===== config.mk =====
export PLATFORM = sky130hd
export DESIGN_NAME = ci_tdm_ctrl
export DESIGN_NICKNAME = d
export VERILOG_FILES = /design/src/rtl/ci_pkg.sv /design/src/rtl/ci_tx_bank.sv /design/src/rtl/ci_rx_filter.sv /design/src/rtl/ci_evt_fifo.sv /design/src/rtl/ci_tdm_ctrl.sv
export SDC_FILE = /design/constraint.sdc
export NUM_CORES = 1
export LEC_CHECK = 0
export ABC_CLOCK_PERIOD_IN_PS = 4590
export BUFFER_PORTS_ARGS = -buffer_cell sky130_fd_sc_hd__buf_2
export CORE_ASPECT_RATIO = 0.75
export CORE_MARGIN = 8
export CORE_UTILIZATION = 57
export CTS_BUF_LIST = sky130_fd_sc_hd__clkbuf_4
export DETAILED_ROUTE_END_ITERATION = 6
export GPL_ROUTABILITY_DRIVEN = 0
export PLACE_DENSITY_LB_ADDON = 0.3
export SETUP_SLACK_MARGIN = 0.1
export SLEW_MARGIN = 5
export SYNTH_ARGS = -nofsm -noshare
export SYNTH_HDL_FRONTEND = slang
export SYNTH_SLANG_ARGS = --single-unit
export TNS_END_PERCENT = 50

===== constraint.sdc =====
create_clock -name clk -period 4.59 [get_ports clk]
set_clock_uncertainty 0.1 [all_clocks]
set_input_delay 0.918 -clock clk [delete_from_list [all_inputs] [get_ports clk]]
set_output_delay 0.918 -clock clk [all_outputs]
set_load 0.05 [all_outputs]

===== src/rtl/ci_pkg.sv =====
package ci_pkg;
  localparam int unsigned PW     = 6;   // widest code
  localparam int unsigned HOST_W = 8;   // host data width
  localparam logic [1:0] A_SRC  = 2'd0;
  localparam logic [1:0] A_CMD  = 2'd1;
  localparam logic [1:0] A_STAT = 2'd2;
  localparam logic [1:0] A_AUX  = 2'd3;
  localparam logic [1:0] CNT_NONE  = 2'd0;
  localparam logic [1:0] CNT_MULTI = 2'd2;
endpackage


===== src/rtl/ci_tx_bank.sv =====
module ci_tx_bank
  import ci_pkg::*;
#(
  parameter int unsigned N_CH = 16,
  localparam int unsigned CH_W = $clog2(N_CH)
) (
  input  logic            clk,
  input  logic            rst,
  input  logic            en,
  input  logic [PW-1:0]   mask,
  input  logic            slot_vld,
  input  logic [CH_W-1:0] slot_ch,
  input  logic [PW-1:0]   rx_in,
  input  logic            cmd_go,
  input  logic [CH_W-1:0] cmd_ch,
  input  logic [PW-1:0]   cmd_prim,
  input  logic [CH_W-1:0] sel_ch,
  output logic [1:0]      sel_cnt,
  output logic [PW-1:0]   tx_out
);
  logic [PW-1:0] prim_q [N_CH];
  logic [1:0]    cnt_q  [N_CH];

  always_ff @(posedge clk) begin
    if (rst) begin
      for (int i = 0; i < N_CH; i++) begin
        prim_q[i] <= '1;
        cnt_q[i]  <= CNT_NONE;
      end
      tx_out <= '0;
    end else begin
      if (slot_vld) begin
        if (en) begin
          tx_out <= prim_q[slot_ch] & mask;
          if (cnt_q[slot_ch] != CNT_MULTI)
            cnt_q[slot_ch] <= cnt_q[slot_ch] + 2'd1;
        end else begin
          tx_out <= rx_in;
        end
      end
      // a host command overrides a same-cycle count update
      if (cmd_go) begin
        prim_q[cmd_ch] <= cmd_prim;
        cnt_q[cmd_ch]  <= CNT_NONE;
      end
    end
  end

  assign sel_cnt = cnt_q[sel_ch];
endmodule


===== src/rtl/ci_rx_filter.sv =====
module ci_rx_filter
  import ci_pkg::*;
#(
  parameter int unsigned N_CH = 16,
  localparam int unsigned CH_W = $clog2(N_CH)
) (
  input  logic            clk,
  input  logic            rst,
  input  logic            en,
  input  logic [PW-1:0]   mask,
  input  logic            slot_vld,
  input  logic [CH_W-1:0] slot_ch,
  input  logic [PW-1:0]   rx_in,
  input  logic [CH_W-1:0] look_ch,
  output logic [PW-1:0]   look_prim,
  output logic            look_twice,
  output logic            acc_vld,
  output logic [CH_W-1:0] acc_ch,
  output logic [PW-1:0]   acc_prim
);
  logic [PW-1:0]   last_q [N_CH];   // latest copy seen
  logic [PW-1:0]   held_q [N_CH];   // last accepted code
  logic [N_CH-1:0] twice_q;
  logic [PW-1:0]   x;
  logic            hit;

  always_comb begin
    x        = rx_in & mask;
    hit      = slot_vld && en && (x == last_q[slot_ch]);
    acc_vld  = hit && (x != (held_q[slot_ch] & mask));
    acc_ch   = slot_ch;
    acc_prim = x;
  end

  always_ff @(posedge clk) begin
    if (rst) begin
      for (int i = 0; i < N_CH; i++) begin
        last_q[i] <= '1;
        held_q[i] <= '1;
      end
      twice_q <= '0;
    end else if (slot_vld && en) begin
      if (hit) begin
        twice_q[slot_ch] <= 1'b1;
        if (acc_vld) held_q[slot_ch] <= x;
      end else begin
        last_q[slot_ch]  <= x;
        twice_q[slot_ch] <= 1'b0;
      end
    end
  end

  assign look_prim  = last_q[look_ch];
  assign look_twice = twice_q[look_ch];
endmodule


===== src/rtl/ci_evt_fifo.sv =====
module ci_evt_fifo #(
  parameter int unsigned DEPTH = 4,
  parameter int unsigned W     = 10,
  localparam int unsigned AW   = $clog2(DEPTH)
) (
  input  logic         clk,
  input  logic         rst,
  input  logic         push,
  input  logic [W-1:0] din,
  input  logic         pop,
  output logic [W-1:0] dout,
  output logic         nonempty
);
  logic [W-1:0] mem [DEPTH];
  logic [AW-1:0] wp, rp;
  logic [AW:0]   cnt;
  logic do_push, do_pop;

  assign do_push  = push && (cnt != (AW+1)'(DEPTH));
  assign do_pop   = pop && (cnt != '0);
  assign nonempty = (cnt != '0);
  assign dout     = mem[rp];

  always_ff @(posedge clk) begin
    if (do_push) mem[wp] <= din;
  end

  always_ff @(posedge clk) begin
    if (rst) begin
      wp <= '0; rp <= '0; cnt <= '0;
    end else begin
      if (do_push) wp <= wp + 1'b1;
      if (do_pop)  rp <= rp + 1'b1;
      cnt <= cnt + (AW+1)'(do_push) - (AW+1)'(do_pop);
    end
  end
endmodule


===== src/rtl/ci_tdm_ctrl.sv =====
module ci_tdm_ctrl
  import ci_pkg::*;
#(
  parameter int unsigned N_CH      = 16,
  parameter int unsigned EVQ_DEPTH = 4,
  localparam int unsigned CH_W     = $clog2(N_CH)
) (
  input  logic              clk,
  input  logic              rst,
  input  logic              cfg_enable,
  input  logic              cfg_wide,
  input  logic              slot_vld,
  input  logic [CH_W-1:0]   slot_ch,
  input  logic [PW-1:0]     rx_in,
  output logic [PW-1:0]     tx_out,
  input  logic              host_we,
  input  logic              host_re,
  input  logic [1:0]        host_addr,
  input  logic [HOST_W-1:0] host_wdata,
  output logic [HOST_W-1:0] host_rdata,
  output logic              irq
);
  localparam int unsigned EW = CH_W + PW;

  logic [PW-1:0]   mask, src_q, look_prim, acc_prim;
  logic [HOST_W-1:0] dst_q;
  logic [CH_W-1:0] last_tx_q, acc_ch;
  logic [1:0]      sel_cnt;
  logic            cmd_go, look_go, stat_pop, look_twice, acc_vld;
  logic [EW-1:0]   head;

  assign mask     = cfg_wide ? '1 : PW'(6'h0F);
  assign cmd_go   = host_we && (host_addr == A_CMD) && !host_wdata[HOST_W-1];
  assign look_go  = host_we && (host_addr == A_CMD) &&  host_wdata[HOST_W-1];
  assign stat_pop = host_re && (host_addr == A_STAT);

  ci_tx_bank #(.N_CH(N_CH)) u_tx (
    .clk(clk), .rst(rst), .en(cfg_enable), .mask(mask),
    .slot_vld(slot_vld), .slot_ch(slot_ch), .rx_in(rx_in),
    .cmd_go(cmd_go), .cmd_ch(host_wdata[CH_W-1:0]), .cmd_prim(src_q),
    .sel_ch(last_tx_q), .sel_cnt(sel_cnt), .tx_out(tx_out)
  );

  ci_rx_filter #(.N_CH(N_CH)) u_rx (
    .clk(clk), .rst(rst), .en(cfg_enable), .mask(mask),
    .slot_vld(slot_vld), .slot_ch(slot_ch), .rx_in(rx_in),
    .look_ch(src_q[CH_W-1:0]), .look_prim(look_prim), .look_twice(look_twice),
    .acc_vld(acc_vld), .acc_ch(acc_ch), .acc_prim(acc_prim)
  );

  ci_evt_fifo #(.DEPTH(EVQ_DEPTH), .W(EW)) u_evq (
    .clk(clk), .rst(rst), .push(acc_vld), .din({acc_ch, acc_prim}),
    .pop(stat_pop), .dout(head), .nonempty(irq)
  );

  always_ff @(posedge clk) begin
    if (rst) begin
      src_q      <= '0;
      dst_q      <= '0;
      last_tx_q  <= '0;
      host_rdata <= '0;
    end else begin
      if (host_we && host_addr == A_SRC) src_q <= host_wdata[PW-1:0];
      if (cmd_go)  last_tx_q <= host_wdata[CH_W-1:0];
      if (look_go) dst_q <= {1'b0, look_twice, look_prim};
      if (host_re) begin
        case (host_addr)
          A_SRC:   host_rdata <= {sel_cnt, src_q};
          A_CMD:   host_rdata <= dst_q;
          A_STAT:  host_rdata <= irq ? {1'b1, {(HOST_W-1-CH_W){1'b0}}, head[EW-1:PW]} : '0;
          default: host_rdata <= {{(HOST_W-PW){1'b0}}, head[PW-1:0]};
        endcase
      end
    end
  end
endmodule


==> reports/summary.txt, run 1 <==
sequential element share of the synthesized area: 0.573
initial antenna violation count: 2
cell row count: 60
vias in the first global route: 13300
slowest stage delay, CP: 0.41 ns
via count: 13700
CP Cell Sequence: buf_4 -> buf_4 -> mux2_2 -> o22ai_1 -> nor3_1 -> nor4b_2 -> a31o_2 -> nand4_4 -> buf_4 -> nor2b_4 -> buf_12 -> buf_4 -> nand3_1
RSZ-0062 raised after global routing: false
design area: 22500 um^2
Vias/cell: 6.42
Mapped Avg Cell Area: 13.5 um^2
Area contributors post-synth: edfxtp_1 48%, mux4_2 14%, dfxtp_1 9.0%
P per Cell Area: 359 nW/um^2
Hold WC Path Type: in -> reg
post-synth net total: 1549
worst vdd ir: 0.000301 V
Nets: 1615
CTS sink cnt: 420
Slew @ Worst Pin: 1.27 ns
Post-synth EDFFs: 328
async set-reset flop share out of synthesis: 0
CTS Buffer Depth: 3
status: finished clean
Worst setup EP type: register
ratio of cells with drive above 1 in the final layout: 0.266
Synth top area share: 0.483
crit path max-delay cell type: nor4b_2
DP HPWL: 35900 um
CTS H-tree depth: 3
yosys warns: 0
TritonCTS clock tree: yes
Crit Path Max Fanout: 38
Die ar.: 42200 um^2
total track usage: 0.254
Finish-stage setup viols: 0
#FFs+latches synth: 420
IO Port Bufs: 40
Initial Util: 0.573
Setup CP Type: in -> reg
WL/cell: 24.9 um
first-pass GRT wire length: 81300 um
CTS resizes: 0
setup TNS: 0 ns
largest net degree at the start of global routing: 53
CP Buf/Inv Count: 5
core area: 35600 um^2
Synth cell types: 62
Fmax: 0.275 GHz
setup ws final: 0.960 ns
DRC: 0
Commonest cells post-synth: 328 x edfxtp_1, 172 x nand3_1, 131 x mux4_2
cells after synthesis: 1514
Layout area overhead: 10.1%
initial DRC count: 1843
Yosys top cell by area: edfxtp_1
Setup Fix Bufs, Post-CTS: 0
CTS root buf: clkbuf_4
Final Hold Vio Count: 0
Slew Limit Headroom: 0.150
Max-Cap Viols: 0
drt first pass iters: 7
die height: 180 um
Leak Pwr: 6.73 nW
CTS clk-pin slew, worst paths: 0.06 ns
Die X: 234 um
Arrival @ worst endpoint: 4.03 ns
GRT overflow: 0
most numerous cell on the critical path: buf_4
post-detailed-route count of antenna-violating nets: 0
hold buffer count at cts: 0
Largest delay share family, worst path: buffers and inverters
period utilisation layout: 0.791
Ports: 42
Most used DFF post-synth: edfxtp_1
CP required: 4.99 ns
min cycle time layout: 3.63 ns
most frequent cell after synthesis: edfxtp_1
Skew-Pair Late Insertion Delay: 0.82 ns
final wirelength: 53100 um
final slew viol count: 0
crit path launch type: input port
post-place setup slack: 0.218 ns
Post-DP Area: 21000 um^2
Cell Area, Synth: 20400 um^2
total CTS buffers: 99
-- stage by stage --
stage          total power [mW]  hold slack [ns]  cells  utilization
6_report                   8.07            0.280   2133        0.631
5_1_grt                    8.33            0.247   2133        0.631
4_1_cts                    8.10            0.210   2130        0.631
3_5_place_dp               4.86            0.366   1944        0.591
3_3_place_gp               4.85            0.359   1944        0.591
2_1_floorplan              4.66            0.350   1514            -
-- path summary, 6_finish.rpt --
check | start | cells after the start | slack (ns) | to
worst max-delay path | slot_ch[1] | 13 | 0.96 | u_rx.held_q[5][1]
worst min-delay path | host_wdata[4] | 3 | 0.28 | src_q[4]
worst max register to register | u_rx.last_q[3][3] | 11 | 1.11 | u_rx.held_q[5][1]
worst min register to register | register | 2 | 0.38 | register
-- layout make-up --
class / count / area (um^2)
fill: 2665 / 13100
sequential: 420 / 11700
multi-input combinational: 941 / 7950
clock buffer: 161 / 1210
timing repair buffer: 110 / 796
tap: 465 / 582
clock inverter: 25 / 186
inverter: 8 / 30.0
antenna: 3 / 7.51
-- routing by layer --
layer / vias up / share of wire / GRT usage
li1: 6023 / - / -
met1: 6698 / 0.41 / 0.369
met2: 866 / 0.43 / 0.358
met3: 100 / 0.13 / 0.0942
met4: 0 / 0.021 / 0.0659
met5: - / 0 / 0
-- flip-flops by register name, indices dropped and copies added (netlist names), named ones only --
| name | cells |
|---|---|
| host_rdata | 8 |
| u_tx.prim_q | 96 |
| u_tx.tx_out | 6 |
| last_tx_q | 4 |
| u_tx.cnt_q | 32 |
| u_evq.mem | 40 |
| u_evq.cnt | 3 |
| u_rx.held_q | 96 |
| u_rx.last_q | 96 |
| dst_q | 7 |
| u_evq.wp | 2 |
| src_q | 6 |
| u_evq.rp | 2 |
-- worst reg2reg max path: stages, from the launching register on --
cell	delay, ns
edfxtp_1	0.42
mux4_2	0.47
mux2i_1	0.18
xnor2_1	0.11
nor4b_2	0.43
a31o_2	0.22
nand4_4	0.10
buf_4	0.27
nor2b_4	0.17
buf_12	0.20
buf_4	0.40
nand3_1	0.13
-- cell families after synthesis --
family                   after synthesis  synth area share
flip-flops                           420             0.573
XOR/XNOR                              19           0.00816
multiplexers                         195             0.177
AO/OA/AOI/OAI                        146            0.0520
adder cells (fa/ha/maj)                8           0.00528
buffers and inverters                153            0.0380
AND/OR/NAND/NOR                      573             0.147
-- power breakdown --
part / internal, mW / switching (mW) / leakage [nW]
clock: 1.76 / 1.53 / 0.822
sequential: 4.14 / 0.0393 / 3.33
combinational: 0.202 / 0.405 / 2.57
total: 6.10 / 1.97 / 6.73
-- placed cells by master, fill, tap and decap left out, types with 13 or more instances in the layout --
master,instances
nor2_1,115
mux2i_1,53
nand3_1,172
o21ai_0,19
xnor2_1,13
buf_4,68
nand2_1,65
or3_1,65
and2_1,15
mux4_2,131
a21o_1,14
a21oi_1,16
nor3_1,18
nand2b_1,52
a211oi_1,41
dfxtp_1,90
clkinv_1,17
clkbuf_4,161
buf_2,37
nor2b_1,28
edfxtp_1,328
Note: power is estimated with default switching activity, not from simulation.
==> run 2: changes to the inputs <==
--- a/config.mk
+++ b/config.mk
@@ -5,7 +5,7 @@
 export SDC_FILE = /design/constraint.sdc
 export NUM_CORES = 1
 export LEC_CHECK = 0
-export ABC_CLOCK_PERIOD_IN_PS = 4590
+export ABC_CLOCK_PERIOD_IN_PS = 3500
 export BUFFER_PORTS_ARGS = -buffer_cell sky130_fd_sc_hd__buf_2
 export CORE_ASPECT_RATIO = 0.75
 export CORE_MARGIN = 8
==> constraint.sdc (replaced) <==
create_clock -name clk -period 3.5 [get_ports clk]
set_clock_uncertainty 0.1 [all_clocks]
set_input_delay 0.7 -clock clk [delete_from_list [all_inputs] [get_ports clk]]
set_output_delay 0.7 -clock clk [all_outputs]
set_load 0.05 [all_outputs]
==> reports/summary.txt, run 2 (synthesized netlist as in run 1, its figures left out) <==
R2R Setup Slk: 0.21 ns
DP HPWL: 39700 um
initial antenna violation count: 2
Hold WC Path Type: in -> reg
Sw Pwr: 2.63 mW
crit path launch type: register
ratio of cells with drive above 1 in the final layout: 0.327
Ports: 42
P per Cell Area: 447 nW/um^2
Initial Util: 0.573
die height: 180 um
Worst Hold Launch: rx_in[1]
Slew Limit Headroom: 0.248
CTS Buffer Depth: 3
Vias/cell: 6.36
total track usage: 0.268
Non-Filler Instances: 2257
hold depth: 1
Layout area overhead: 16.0%
min cycle time layout: 3.29 ns
Leak Pwr: 7.41 nW
first-pass GRT wire length: 85600 um
CP Buf/Inv Count: 1
CP required: 4.06 ns
largest net degree at the start of global routing: 49
vias in the first global route: 14400
placed insts: 2063
Reg-to-Reg End: u_evq.cnt[1]
RSZ-0062 raised after global routing: true
Clock Power Share: 0.394
CTS H-tree depth: 3
sw frac: 0.249
commonest non-fill, non-tap cell in the layout: edfxtp_1
Fillers: 2514
Finish-stage setup viols: 0
total CTS buffers: 102
Max-Cap Viols: 0
Crit Path Max Fanout: 2
status: finished clean
Nets: 1739
TritonCTS clock tree: yes
register share of total power: 0.519
Int Power: 7.94 mW
final slew viol count: 0
drt first pass iters: 6
CP Cell Sequence: mux4_2 -> mux2i_1 -> xnor2_1 -> nor4b_4 -> a31o_2 -> nand4_4 -> nor4b_4 -> ha_2 -> inv_2 -> fa_2 -> nor2_1
final wirelength: 56000 um
Final Hold Vio Count: 0
Skew-Pair Late Insertion Delay: 0.80 ns
core area: 35600 um^2
Largest delay share family, worst path: simple AND/OR/NAND/NOR gates
worst vdd ir: 0.000343 V
CTS clk-pin slew, worst paths: 0.07 ns
slowest stage delay, CP: 0.52 ns
GRT overflow: 0
reg2reg start: u_rx.last_q[11][3]
WL/cell: 24.8 um
most frequent cells in the layout: 328 x edfxtp_1, 173 x buf_4, 172 x nand3_1, 159 x clkbuf_4, 131 x mux4_2
CTS root buf: clkbuf_4
Logic pwr share: 0.088
via count: 14400
Fmax: 0.304 GHz
Setup Fix Bufs, Post-CTS: 0
Worst setup EP type: register
post-detailed-route count of antenna-violating nets: 0
Arrival @ worst endpoint: 3.85 ns
crit path max-delay cell type: fa_2
fin util: 0.665
cell row count: 60
period utilisation layout: 0.940
Die X: 234 um
CTS sink cnt: 420
Slew @ Worst Pin: 1.12 ns
Die ar.: 42200 um^2
Setup CP Type: reg -> reg
hold worst-path end: u_evq.mem[3][1]
Largest regs: u_rx.held_q: 96 flops, u_rx.last_q: 96 flops, u_tx.prim_q: 96 flops
most numerous cell on the critical path: nor4b_4
initial DRC count: 1803
FF-to-FF path depth: 11
IO Port Bufs: 40
DRC: 0
==> run 2: changes by cell type in the layout (fill, tap and decap cells not counted), sizes merged <==
cell         delta
buf           +119
bufinv          -2
clkbuf          -2
clkinv         +10
clkinvlp        -2
diode           -2
dlygate4sd3     +2
inv             +1
==> run 2: worst max-delay path by stage <==
stage	slack [ns]	startpoint	end	depth (start not counted)
detailed placement	-0.47	slot_ch[1]	u_evq.cnt[1]	12
global placement	-0.43	slot_ch[1]	u_evq.cnt[1]	12
finish	0.21	u_rx.last_q[11][3]	u_evq.cnt[1]	11
global route	0.09	u_rx.last_q[11][3]	u_evq.cnt[1]	11
floorplan	-0.13	slot_ch[1]	u_evq.cnt[1]	14
CTS	0.17	u_rx.last_q[11][3]	u_rx.held_q[14][3]	10
==> run 2: area by class of cell <==
cell class              count  area (um^2)  share of cell area
clock inverters            32          173             0.00730
clock buffers             159         1190              0.0504
well taps                 465          582              0.0246
repair buffers            231         1870              0.0789
flip-flops and latches    420        11700               0.494
diodes                      1         2.50            0.000106
multi-input cells         941         8130               0.343
inverters                   8         30.0             0.00127
==> run 2: through the flow <==
stage | hold WS, ns | power [mW] | TNS, ns | cell area [um^2] | setup WS [ns]
2_1_floorplan | 0.350 | 6.13 | -0.606 | 20700 | -0.127
3_3_place_gp | 0.359 | 6.47 | -107.01 | 22300 | -0.428
3_5_place_dp | 0.371 | 6.49 | -129.35 | 22300 | -0.470
4_1_cts | 0.0729 | 10.6 | 0 | 23600 | 0.174
5_1_grt | 0.0766 | 10.9 | 0 | 23700 | 0.0864
6_report | 0.135 | 10.6 | 0 | 23700 | 0.210
==> run 2: power groups by stage <==
| stage | combinational, mW | sequential (mW) | clock (mW) |
|---|---|---|---|
| 6_report | 0.926 | 5.48 | 4.16 |
| 5_1_grt | 0.969 | 5.49 | 4.46 |
| 4_1_cts | 0.910 | 5.48 | 4.23 |
| 3_5_place_dp | 0.905 | 5.59 | 0 |
| 3_3_place_gp | 0.885 | 5.58 | 0 |
| 2_1_floorplan | 0.539 | 5.59 | 0 |
==> run 2: routing by layer <==
metal  vias to the layer above  GRT usage  part of all wire
li1                       6263          -                 -
met1                      7049      0.377              0.40
met2                       931      0.381              0.43
met3                       115     0.0966              0.15
met4                         0     0.0909             0.028
met5                         -    0.00960                 0
==> run 2: repair_timing <==
item | in CTS | in global routing
setup endpoints to repair | 0 | 161
hold buffers | 2 | 0
endpoints found under the hold margin | 2 | 0
resized for setup | 0 | 4
==> run 2: worst reg2reg max path, stage by stage, from the launching register on <==
cell	delay [ns]
edfxtp_1	0.42
mux4_2	0.48
mux2i_1	0.17
xnor2_1	0.12
nor4b_4	0.38
a31o_2	0.20
nand4_4	0.10
nor4b_4	0.37
ha_2	0.26
inv_2	0.04
fa_2	0.52
nor2_1	0.04
==> run 3: changes to the inputs <==
--- a/config.mk
+++ b/config.mk
@@ -7,7 +7,6 @@
 export LEC_CHECK = 0
 export ABC_CLOCK_PERIOD_IN_PS = 3500
 export BUFFER_PORTS_ARGS = -buffer_cell sky130_fd_sc_hd__buf_2
-export CORE_ASPECT_RATIO = 0.75
 export CORE_MARGIN = 8
 export CORE_UTILIZATION = 57
 export CTS_BUF_LIST = sky130_fd_sc_hd__clkbuf_4
==> reports/summary.txt, run 3 (synthesized netlist as in run 1, its figures left out) <==
R2R Setup Slk: 0.21 ns
Finish-stage setup viols: 0
CTS clk-pin slew, worst paths: 0.07 ns
total track usage: 0.261
footprint of the multi-input gates: 8120 um^2
CTS sink cnt: 420
commonest non-fill, non-tap cell in the layout: edfxtp_1
Layout area overhead: 16.0%
P per Cell Area: 443 nW/um^2
sw frac: 0.246
design area: 23700 um^2
Worst Hold Launch: slot_vld
period utilisation layout: 0.940
WL/cell: 24.2 um
Crit. Startpoint: u_rx.last_q[2][5]
CP required: 3.81 ns
final slew viol count: 0
CTS H-tree depth: 3
Nets: 1733
Fillers: 2513
Logic pwr share: 0.088
status: finished clean
Leak Pwr: 7.38 nW
Slew @ Worst Pin: 1.20 ns
post-detailed-route count of antenna-violating nets: 0
met1 Use GR: 0.330
total CTS buffers: 105
CTS root buf: clkbuf_4
Hold WC Path Type: in -> reg
Setup CP Type: reg -> reg
drt first pass iters: 5
ratio of cells with drive above 1 in the final layout: 0.324
crit path launch type: register
placed insts: 2050
Die X: 205 um
Largest regs: u_rx.held_q: 96 flops, u_rx.last_q: 96 flops, u_tx.prim_q: 96 flops
Tot Pwr: 10.5 mW
RSZ-0062 raised after global routing: false
GRT overflow: 0
Post-DP Area: 22300 um^2
Skew-Pair Late Insertion Delay: 0.82 ns
worst vdd ir: 0.000359 V
min cycle time layout: 3.29 ns
hold worst-path end: u_tx.tx_out[5]
initial antenna violation count: 2
Initial Util: 0.576
CTS Buffer Depth: 3
TritonCTS clock tree: yes
DP HPWL: 37400 um
Max-Cap Viols: 0
DRC: 0
Crit Path Max Fanout: 30
Arrival @ worst endpoint: 3.60 ns
reg2reg start: u_rx.last_q[2][5]
Fmax: 0.304 GHz
met2 Use GR: 0.434
Sw Pwr: 2.57 mW
Non-Filler Instances: 2239
Setup Fix Bufs, Post-CTS: 0
vias in the first global route: 14400
slowest stage delay, CP: 0.47 ns
Reg-to-Reg End: u_rx.held_q[7][4]
register share of total power: 0.523
Slew Limit Headroom: 0.195
IO Port Bufs: 40
fin util: 0.668
Ports: 42
largest net degree at the start of global routing: 35
FF-to-FF path depth: 10
Worst setup EP type: register
GR peak layer: met2
Register Area: 11700 um^2
hold depth: 2
crit path max-delay cell type: mux4_2
Final Hold Vio Count: 0
most frequent cells in the layout: 328 x edfxtp_1, 172 x nand3_1, 163 x clkbuf_4, 157 x buf_4, 131 x mux4_2
die height: 205 um
Die ar.: 42100 um^2
M3 GR Usage: 0.0527
cell row count: 69
final wirelength: 54300 um
CP Cell Sequence: mux4_2 -> nor2b_1 -> a211oi_1 -> a21oi_1 -> xnor2_1 -> nand4_4 -> buf_4 -> nor2b_4 -> buf_12 -> a31o_1
Int Power: 7.91 mW
core area: 35400 um^2
initial DRC count: 1479
Vias/cell: 6.40
first-pass GRT wire length: 83200 um
via count: 14300
Clock Power Share: 0.389
## run 3: power groups by stage
stage | combinational (mW) | sequential (mW) | clock, mW
floorplan | 0.539 | 5.59 | 0
global placement | 0.890 | 5.58 | 0
detailed placement | 0.906 | 5.59 | 0
CTS | 0.911 | 5.48 | 4.16
global route | 0.966 | 5.49 | 4.41
finish | 0.919 | 5.48 | 4.08
## run 3: layout make-up
class | count | area share
sequential | 420 | 0.494
multi-input combinational | 941 | 0.343
timing repair buffer | 222 | 0.0805
clock buffer | 163 | 0.0517
tap | 461 | 0.0244
clock inverter | 22 | 0.00455
inverter | 8 | 0.00127
antenna | 2 | 0.000212
## run 3: how the worst max path moves through the flow
stage | end | slack, ns | cells after the start
2_1_floorplan | u_evq.cnt[1] | -0.13 | 14
3_3_place_gp | u_evq.cnt[1] | -0.27 | 13
3_5_place_dp | u_evq.cnt[1] | -0.33 | 12
4_1_cts | u_rx.held_q[7][4] | 0.22 | 10
5_1_grt | u_rx.held_q[7][4] | 0.11 | 10
6_report | u_rx.held_q[7][4] | 0.21 | 10
## run 3: what timing repair did
| action | 4_1_cts | 5_1_grt |
|---|---|---|
| hold endpoints to repair | 2 | 0 |
| resized for setup | 0 | 0 |
| hold buffers | 2 | 0 |
## run 3: critical path, delay by kind of cell, from the launching register on
kind | cells | cell delay [ns]
AND/OR/NAND/NOR | 3 | 0.48
AO/OA/AOI/OAI | 3 | 0.69
multiplexers | 1 | 0.47
flip-flops | 1 | 0.42
buffers and inverters | 2 | 0.41
XOR/XNOR | 1 | 0.29
## run 3: metal layers
metal	vias up	wire length, um
met5	-	0
met4	0	1710
met3	127	5360
met2	815	27000
met1	7142	20200
li1	6247	-
## run 3: per-stage QoR
step / setup TNS (ns) / setup slack, ns / hold slack (ns)
3_3_place_gp: -55.46 / -0.273 / 0.358
5_1_grt: 0 / 0.107 / 0.0355
4_1_cts: 0 / 0.217 / 0.0142
3_5_place_dp: -76.61 / -0.334 / 0.366
6_report: 0 / 0.210 / 0.0970
2_1_floorplan: -0.606 / -0.127 / 0.350
